File: config.mk
export PLATFORM = sky130hd
export DESIGN_NAME = tamper_stamp
export DESIGN_NICKNAME = d
export VERILOG_FILES = /design/src/rtl/tstamp_pkg.sv /design/src/rtl/tstamp_sync.sv /design/src/rtl/tstamp_classify.sv /design/src/rtl/tstamp_regs.sv /design/src/rtl/tamper_stamp.sv
export SDC_FILE = /design/constraint.sdc
export NUM_CORES = 1
export LEC_CHECK = 0
export BUFFER_PORTS_ARGS = -buffer_cell sky130_fd_sc_hd__buf_2
export CORE_MARGIN = 2
export CORE_UTILIZATION = 35
export CTS_BUF_LIST = sky130_fd_sc_hd__clkbuf_4 sky130_fd_sc_hd__clkbuf_8 sky130_fd_sc_hd__clkbuf_16
export DETAILED_ROUTE_END_ITERATION = 16
export PLACE_DENSITY_LB_ADDON = 0.15
export SYNTH_ARGS = -nofsm -noshare
export SYNTH_HDL_FRONTEND = slang
export SYNTH_SLANG_ARGS = --single-unit
File: constraint.sdc
create_clock -name clk -period 2.91 [get_ports clk]
set_clock_uncertainty 0.2 [all_clocks]
set_input_delay 0 -clock clk [delete_from_list [all_inputs] [get_ports clk]]
set_output_delay 0 -clock clk [all_outputs]
set_load 0.01 [all_outputs]
File: src/rtl/tstamp_pkg.sv
package tstamp_pkg;
  typedef enum logic [1:0] {
    CL_IDLE,
    CL_SETTLE,
    CL_MIDHELD,
    CL_WAITREL
  } cls_state_e;

  typedef struct packed {
    logic [7:0] year;
    logic [7:0] month;
    logic [7:0] day;
    logic [7:0] hours;
    logic [7:0] minutes;
    logic [7:0] seconds;
  } cal_word_t;

  localparam int unsigned CSR_CTRL   = 0;
  localparam int unsigned CSR_FLAGS  = 1;
  localparam int unsigned CSR_STAMP0 = 2;
endpackage

File: src/rtl/tstamp_sync.sv
module tstamp_sync #(
  parameter int W = 2,
  parameter int STAGES = 2
) (
  input  logic         clk,
  input  logic         rst,
  input  logic [W-1:0] d,
  output logic [W-1:0] q
);
  logic [STAGES-1:0] chain [W];

  for (genvar b = 0; b < W; b++) begin : g_bit
    always_ff @(posedge clk) begin
      if (rst) chain[b] <= '0;
      else     chain[b] <= {chain[b][STAGES-2:0], d[b]};
    end
    assign q[b] = chain[b][STAGES-1];
  end
endmodule

File: src/rtl/tstamp_classify.sv
module tstamp_classify
  import tstamp_pkg::*;
#(
  parameter int SETTLE = 4
) (
  input  logic clk,
  input  logic rst,
  input  logic dis,
  input  logic mid_s,
  input  logic gnd_s,
  output logic ev_mid,
  output logic ev_gnd
);
  localparam int CW = (SETTLE > 1) ? $clog2(SETTLE) : 1;
  localparam logic [CW-1:0] LAST = CW'(SETTLE - 1);

  cls_state_e    st, st_n;
  logic [CW-1:0] cnt, cnt_n;
  logic          lvl;

  assign lvl = mid_s | gnd_s;

  always_comb begin
    st_n   = st;
    cnt_n  = cnt;
    ev_mid = 1'b0;
    ev_gnd = 1'b0;
    if (dis) begin
      st_n  = lvl ? CL_WAITREL : CL_IDLE;
      cnt_n = '0;
    end else begin
      case (st)
        CL_IDLE: begin
          cnt_n = '0;
          if (gnd_s) begin
            ev_gnd = 1'b1;
            st_n   = CL_WAITREL;
          end else if (lvl) begin
            st_n = CL_SETTLE;
          end
        end
        CL_SETTLE: begin
          if (gnd_s) begin
            ev_gnd = 1'b1;
            st_n   = CL_WAITREL;
          end else if (!mid_s) begin
            st_n = CL_IDLE;
          end else if (cnt == LAST) begin
            ev_mid = 1'b1;
            st_n   = CL_MIDHELD;
          end else begin
            cnt_n = cnt + 1'b1;
          end
        end
        CL_MIDHELD: begin
          if (gnd_s) begin
            ev_gnd = 1'b1;
            st_n   = CL_WAITREL;
          end else if (!lvl) begin
            st_n = CL_IDLE;
          end
        end
        default: begin
          if (!lvl) st_n = CL_IDLE;
        end
      endcase
    end
  end

  always_ff @(posedge clk) begin
    if (rst) begin
      st  <= CL_IDLE;
      cnt <= '0;
    end else begin
      st  <= st_n;
      cnt <= cnt_n;
    end
  end
endmodule

File: src/rtl/tstamp_regs.sv
module tstamp_regs
  import tstamp_pkg::*;
#(
  parameter int STAMP_W = 48,
  parameter int DW = 16,
  parameter int AW = 3
) (
  input  logic               clk,
  input  logic               rst,
  input  logic               we,
  input  logic [AW-1:0]      addr,
  input  logic [DW-1:0]      wdata,
  input  logic               ev_mid,
  input  logic               ev_gnd,
  input  logic [STAMP_W-1:0] cal_now,
  output logic [DW-1:0]      rdata,
  output logic               irq,
  output logic               dis,
  output logic               ien,
  output logic               f1,
  output logic               f2,
  output logic [STAMP_W-1:0] stamp
);
  localparam int NWORDS = STAMP_W / DW;

  logic          ev_any, wr_ctrl, wr_flags;
  logic          dis_n, ien_n, f1_n, f2_n;
  logic [DW-1:0] rd_n;

  assign ev_any   = ev_mid | ev_gnd;
  assign wr_ctrl  = we && (addr == AW'(CSR_CTRL));
  assign wr_flags = we && (addr == AW'(CSR_FLAGS));

  always_comb begin
    dis_n = wr_ctrl ? wdata[0] : dis;
    ien_n = wr_ctrl ? wdata[1] : ien;
    f1_n  = f1;
    f2_n  = f2;
    if (wr_flags && wdata[0]) f1_n = 1'b0;
    if (wr_flags && wdata[1]) f2_n = 1'b0;
    if (ev_any) f1_n = 1'b1;
    if (ev_gnd) f2_n = 1'b1;
  end

  always_comb begin
    rd_n = '0;
    if (addr == AW'(CSR_CTRL))  rd_n[1:0] = {ien, dis};
    if (addr == AW'(CSR_FLAGS)) rd_n[1:0] = {f2, f1};
    for (int k = 0; k < NWORDS; k++) begin
      if (addr == AW'(CSR_STAMP0 + k)) rd_n = stamp[k*DW +: DW];
    end
  end

  always_ff @(posedge clk) begin
    if (rst) begin
      dis   <= 1'b0;
      ien   <= 1'b0;
      f1    <= 1'b0;
      f2    <= 1'b0;
      irq   <= 1'b0;
      stamp <= '0;
      rdata <= '0;
    end else begin
      dis   <= dis_n;
      ien   <= ien_n;
      f1    <= f1_n;
      f2    <= f2_n;
      irq   <= ien_n & f1_n;
      rdata <= rd_n;
      if (ev_any) stamp <= cal_now;
    end
  end
endmodule

File: src/rtl/tamper_stamp.sv
module tamper_stamp
  import tstamp_pkg::*;
#(
  parameter int STAMP_W = 48,
  parameter int DW = 16,
  parameter int AW = 3,
  parameter int SETTLE = 4,
  parameter int SYNC_STAGES = 2
) (
  input  logic               clk,
  input  logic               rst,
  input  logic               lvl_mid,
  input  logic               lvl_gnd,
  input  logic [STAMP_W-1:0] cal_now,
  input  logic               bus_we,
  input  logic [AW-1:0]      bus_addr,
  input  logic [DW-1:0]      bus_wdata,
  output logic [DW-1:0]      bus_rdata,
  output logic               irq
);
  logic [1:0]         lvl_s;
  logic               ev_mid, ev_gnd;
  logic               ctl_dis, ctl_ien, flag1, flag2;
  logic [STAMP_W-1:0] stamp_q;

  tstamp_sync #(.W(2), .STAGES(SYNC_STAGES)) u_sync (
    .clk(clk), .rst(rst), .d({lvl_gnd, lvl_mid}), .q(lvl_s)
  );

  tstamp_classify #(.SETTLE(SETTLE)) u_cls (
    .clk(clk), .rst(rst), .dis(ctl_dis),
    .mid_s(lvl_s[0]), .gnd_s(lvl_s[1]),
    .ev_mid(ev_mid), .ev_gnd(ev_gnd)
  );

  tstamp_regs #(.STAMP_W(STAMP_W), .DW(DW), .AW(AW)) u_regs (
    .clk(clk), .rst(rst), .we(bus_we), .addr(bus_addr), .wdata(bus_wdata),
    .ev_mid(ev_mid), .ev_gnd(ev_gnd), .cal_now(cal_now),
    .rdata(bus_rdata), .irq(irq), .dis(ctl_dis), .ien(ctl_ien),
    .f1(flag1), .f2(flag2), .stamp(stamp_q)
  );
endmodule

==> impl_metrics.py <==
metrics = {
    "outcome": {
        "outcome": "complete, no violations",
    },
    "worst_setup_path": {
        "worst_ep_arrival_time_ns": 2.17,
        "worstSetupStartpointType": "flip-flop",
        "crit_required_ns": 2.98,
        "rrSetupSlack_ns": 0.80,
        "critical_path_class": "reg2reg",
        "crit_fanout": 15,
        "rr_startpoint": "u_cls.cnt[0]$_SDFFE_PP0P_",
        "r2r-end": "u_regs.stamp[8]$_SDFFE_PP0P_",
        "end_kind": "flip-flop",
        "r2r_cells": 5,
    },
    "timing": {
        "report.final.slew_viol_count": 0,
        "setup_slack_ns": 0.805,
        "setup_viol": 0,
        "clock.fmax_mhz": 475,
        "slew_headroom_pct": 59.7,
        "fin_crit_ns": 2.11,
        "post-route-period-util_pct": 72.3,
        "rsz0062_at_grt": "false",
        "worstMarginPinSlew_ns": 0.604,
        "finalSetupTns_ns": 0,
        "hold_viol": 0,
    },
    "logic_synthesis": {
        "yosysSeqAreaShare_pct": 44.0,
        "synthSimpleGateAreaFrac_pct": 24.0,
        "ys_ff_latch": 77,
        "synth_top_area_share_pct": 44.0,
        "synth_adder_area_share_pct": 0.357,
        "synth.distinct_cells": 34,
        "synth_mux_area_share_pct": 20.6,
        "yosysMostFrequentCell": "nand2b_1",
        "synth_flop_cell": "dfxtp_1",
        "synth_largest_area_cell": "dfxtp_1",
        "synth_area_um2": 3500,
        "synth_top_family_by_area": "simple AND/OR/NAND/NOR gates",
        "syn-num-nets": 420,
        "synth_async_sr_flop_share_pct": 0,
        "synth_edf_count": 0,
        "synth_compound_area_share_pct": 5.97,
        "yosys-top-cells-area": "dfxtp_1 (44%), nand2b_1 (17%), mux2i_1 (15%)",
        "synth_common_cells": "nand2b_1 (97), dfxtp_1 (77), mux2i_1 (54)",
        "synthCells": 347,
        "yosysWarnings": 0,
        "syn_area_per_cell_um2": 10.1,
        "synth_xor_area_share_pct": 0,
    },
    "min_path": {
        "holdCritPathClass": "in2reg",
        "worstHoldStart": "bus_addr[0]",
        "min_to": "u_regs.rdata[0]$_SDFF_PP0_",
        "hold_depth": 3,
    },
    "global_route": {
        "grt_pass1_vias": 2830,
        "grtUsageTotal_pct": 15.1,
        "overflow": 0,
        "grt_max_degree": 70,
        "grt_pass1_wl_um": 13100,
        "antenna_found_initial": 0,
    },
    "clocking": {
        "cts-root-buf": "clkbuf_8",
        "clock_latency_ns": 0.34,
        "clockBufferDepth": 2,
        "post_cts_buffers": 0,
        "numCtsBuffers": 9,
        "postCtsResizedCells": 0,
        "htreeDepth": 3,
        "cts_tree": "built",
        "clock_sinks": 77,
        "clk_pin_slew_worst_paths_ns": 0.07,
    },
    "drt": {
        "routed_wl_um": 7880,
        "via_per_inst": 4.47,
        "drtIter0Drc": 75,
        "vias": 2724,
        "wire_per_inst_um": 12.9,
        "route.detailed.drc": 0,
        "final_antenna_net_count": 0,
        "first_pass_iters": 4,
    },
    "cells_and_area": {
        "area_growth_pct": 34.7,
        "nets": 546,
        "antenna_cells": 0,
        "drive_gt1_share_pct": 23.9,
        "n_fill_cell": 936,
    },
    "floorplan": {
        "initial_core_util_pct": 36.0,
        "die_h_um": 104,
        "die_w_um": 104,
        "core_um2": 9730,
        "fp-row-count": 36,
        "io_pins": 89,
        "die_area_um2": 10800,
    },
    "pwr": {
        "ir_drop_uv": 354,
        "total_power_mw": 2.05,
        "power_frac_seq_pct": 53.9,
        "leakagePower_nw": 1.89,
        "power_frac_comb_pct": 13.1,
        "p_per_area_nw_per_um2": 434,
        "netSwitchingFraction_pct": 23.7,
        "p_sw_uw": 485,
        "pwr-share-clk_pct": 33.0,
        "p_int_mw": 1.56,
    },
    "placed_design": {
        "place.gp.congestion": 0.727,
        "portBuffers": 74,
        "hpwlAfterDp_um": 4930,
        "pre_cts_slack_ns": 0.798,
    },
    "job": {
        "cap_violations": 0,
    },
}
-- cells in the final DEF (no fill, tap or decap), types with 2 or more instances in the layout --
master / n
a211oi_1: 2
a21oi_1: 6
a22oi_1: 14
buf_12: 3
buf_2: 74
buf_4: 4
clkbuf_4: 2
clkbuf_8: 9
clkinv_2: 3
dfxtp_1: 77
dlygate4sd3_1: 60
inv_1: 3
mux2_2: 14
mux2i_1: 54
nand2_1: 6
nand2b_1: 97
nor2_1: 22
nor2b_1: 6
o21ai_0: 5
-- power by group through the flow --
| stage | Sequential, mW | Clock, mW | Combinational (mW) |
|---|---|---|---|
| floorplan | 1.12 | 0 | 0.141 |
| global placement | 1.13 | 0 | 0.209 |
| detailed placement | 1.13 | 0 | 0.211 |
| CTS | 1.10 | 0.711 | 0.271 |
| global route | 1.11 | 0.749 | 0.295 |
| finish | 1.10 | 0.674 | 0.268 |
-- layer usage --
| metal | track usage [%] | up-vias | wire length, µm |
|---|---|---|---|
| met5 | 0 | - | 0 |
| met4 | 5.21 | 0 | 114 |
| met3 | 4.57 | 12 | 357 |
| met2 | 26.8 | 55 | 3960 |
| met1 | 17.1 | 1250 | 3450 |
| li1 | - | 1407 | - |
-- flip-flops by register name (all words and copies together), names as in the netlist, 2 cells and up --
name,cells
u_regs.stamp,48
u_regs.rdata,16
u_sync.chain,4
u_cls.cnt,2
u_cls.st,2
-- critical path, cell delays in order (launching register included) --
cell and delay [ns]:
dfxtp_1 0.37, ha_1 0.24, and3_1 0.19, o21a_2 0.49, buf_4 0.31, mux2i_1 0.21
-- area by class of cell --
cell class | instances | area (µm²) | area share (%)
timing repair buffer | 141 | 1060 | 22.5
clock inverter | 3 | 15.0 | 0.318
sequential | 77 | 1540 | 32.7
inverter | 3 | 11.3 | 0.239
multi-input combinational | 241 | 1780 | 37.8
clock buffer | 11 | 139 | 2.94
tap | 133 | 166 | 3.53
-- what timing repair did --
action | 4_1_cts | 5_1_grt
endpoints found under the hold margin | 59 | 0
setup endpoints to repair | 0 | 0
hold buffers | 60 | 0
-- worst max path at each step --
stage / startpoint / to / slack (ns) / depth (start not counted)
after floorplan: u_cls.cnt[0]$_SDFFE_PP0P_ / u_regs.stamp[27]$_SDFFE_PP0P_ / 1.19 / 7
after global placement: u_cls.cnt[0]$_SDFFE_PP0P_ / u_regs.stamp[8]$_SDFFE_PP0P_ / 0.87 / 5
after detailed placement: u_cls.cnt[0]$_SDFFE_PP0P_ / u_regs.stamp[6]$_SDFFE_PP0P_ / 0.80 / 5
after CTS: u_cls.cnt[0]$_SDFFE_PP0P_ / u_regs.stamp[6]$_SDFFE_PP0P_ / 0.77 / 5
after global routing: u_cls.cnt[0]$_SDFFE_PP0P_ / u_regs.stamp[6]$_SDFFE_PP0P_ / 0.67 / 5
final: u_cls.cnt[0]$_SDFFE_PP0P_ / u_regs.stamp[8]$_SDFFE_PP0P_ / 0.80 / 5
-- logic make-up (layout without fill, tap and decap cells) --
family                     after synthesis  in the layout
and+or+nand+nor                        140            140
DFF                                     77             77
muxes                                   69             69
AOI/OAI and AO/OA                       31             31
buffers and inverters                   29            158
adders and majority gates                1              1
-- stage by stage --
step | cells | instance area [µm²] | hold slack, ns | util [%]
after floorplan | 347 | 3500 | -0.0718 | -
after CTS | 609 | 4720 | 0.170 | 48.5
after global placement | 535 | 3960 | 0.0120 | 40.7
final | 609 | 4720 | 0.176 | 48.5
after detailed placement | 535 | 3960 | 0.0147 | 40.7
after global routing | 609 | 4720 | 0.193 | 48.5
(Power assumes the default switching activity.)
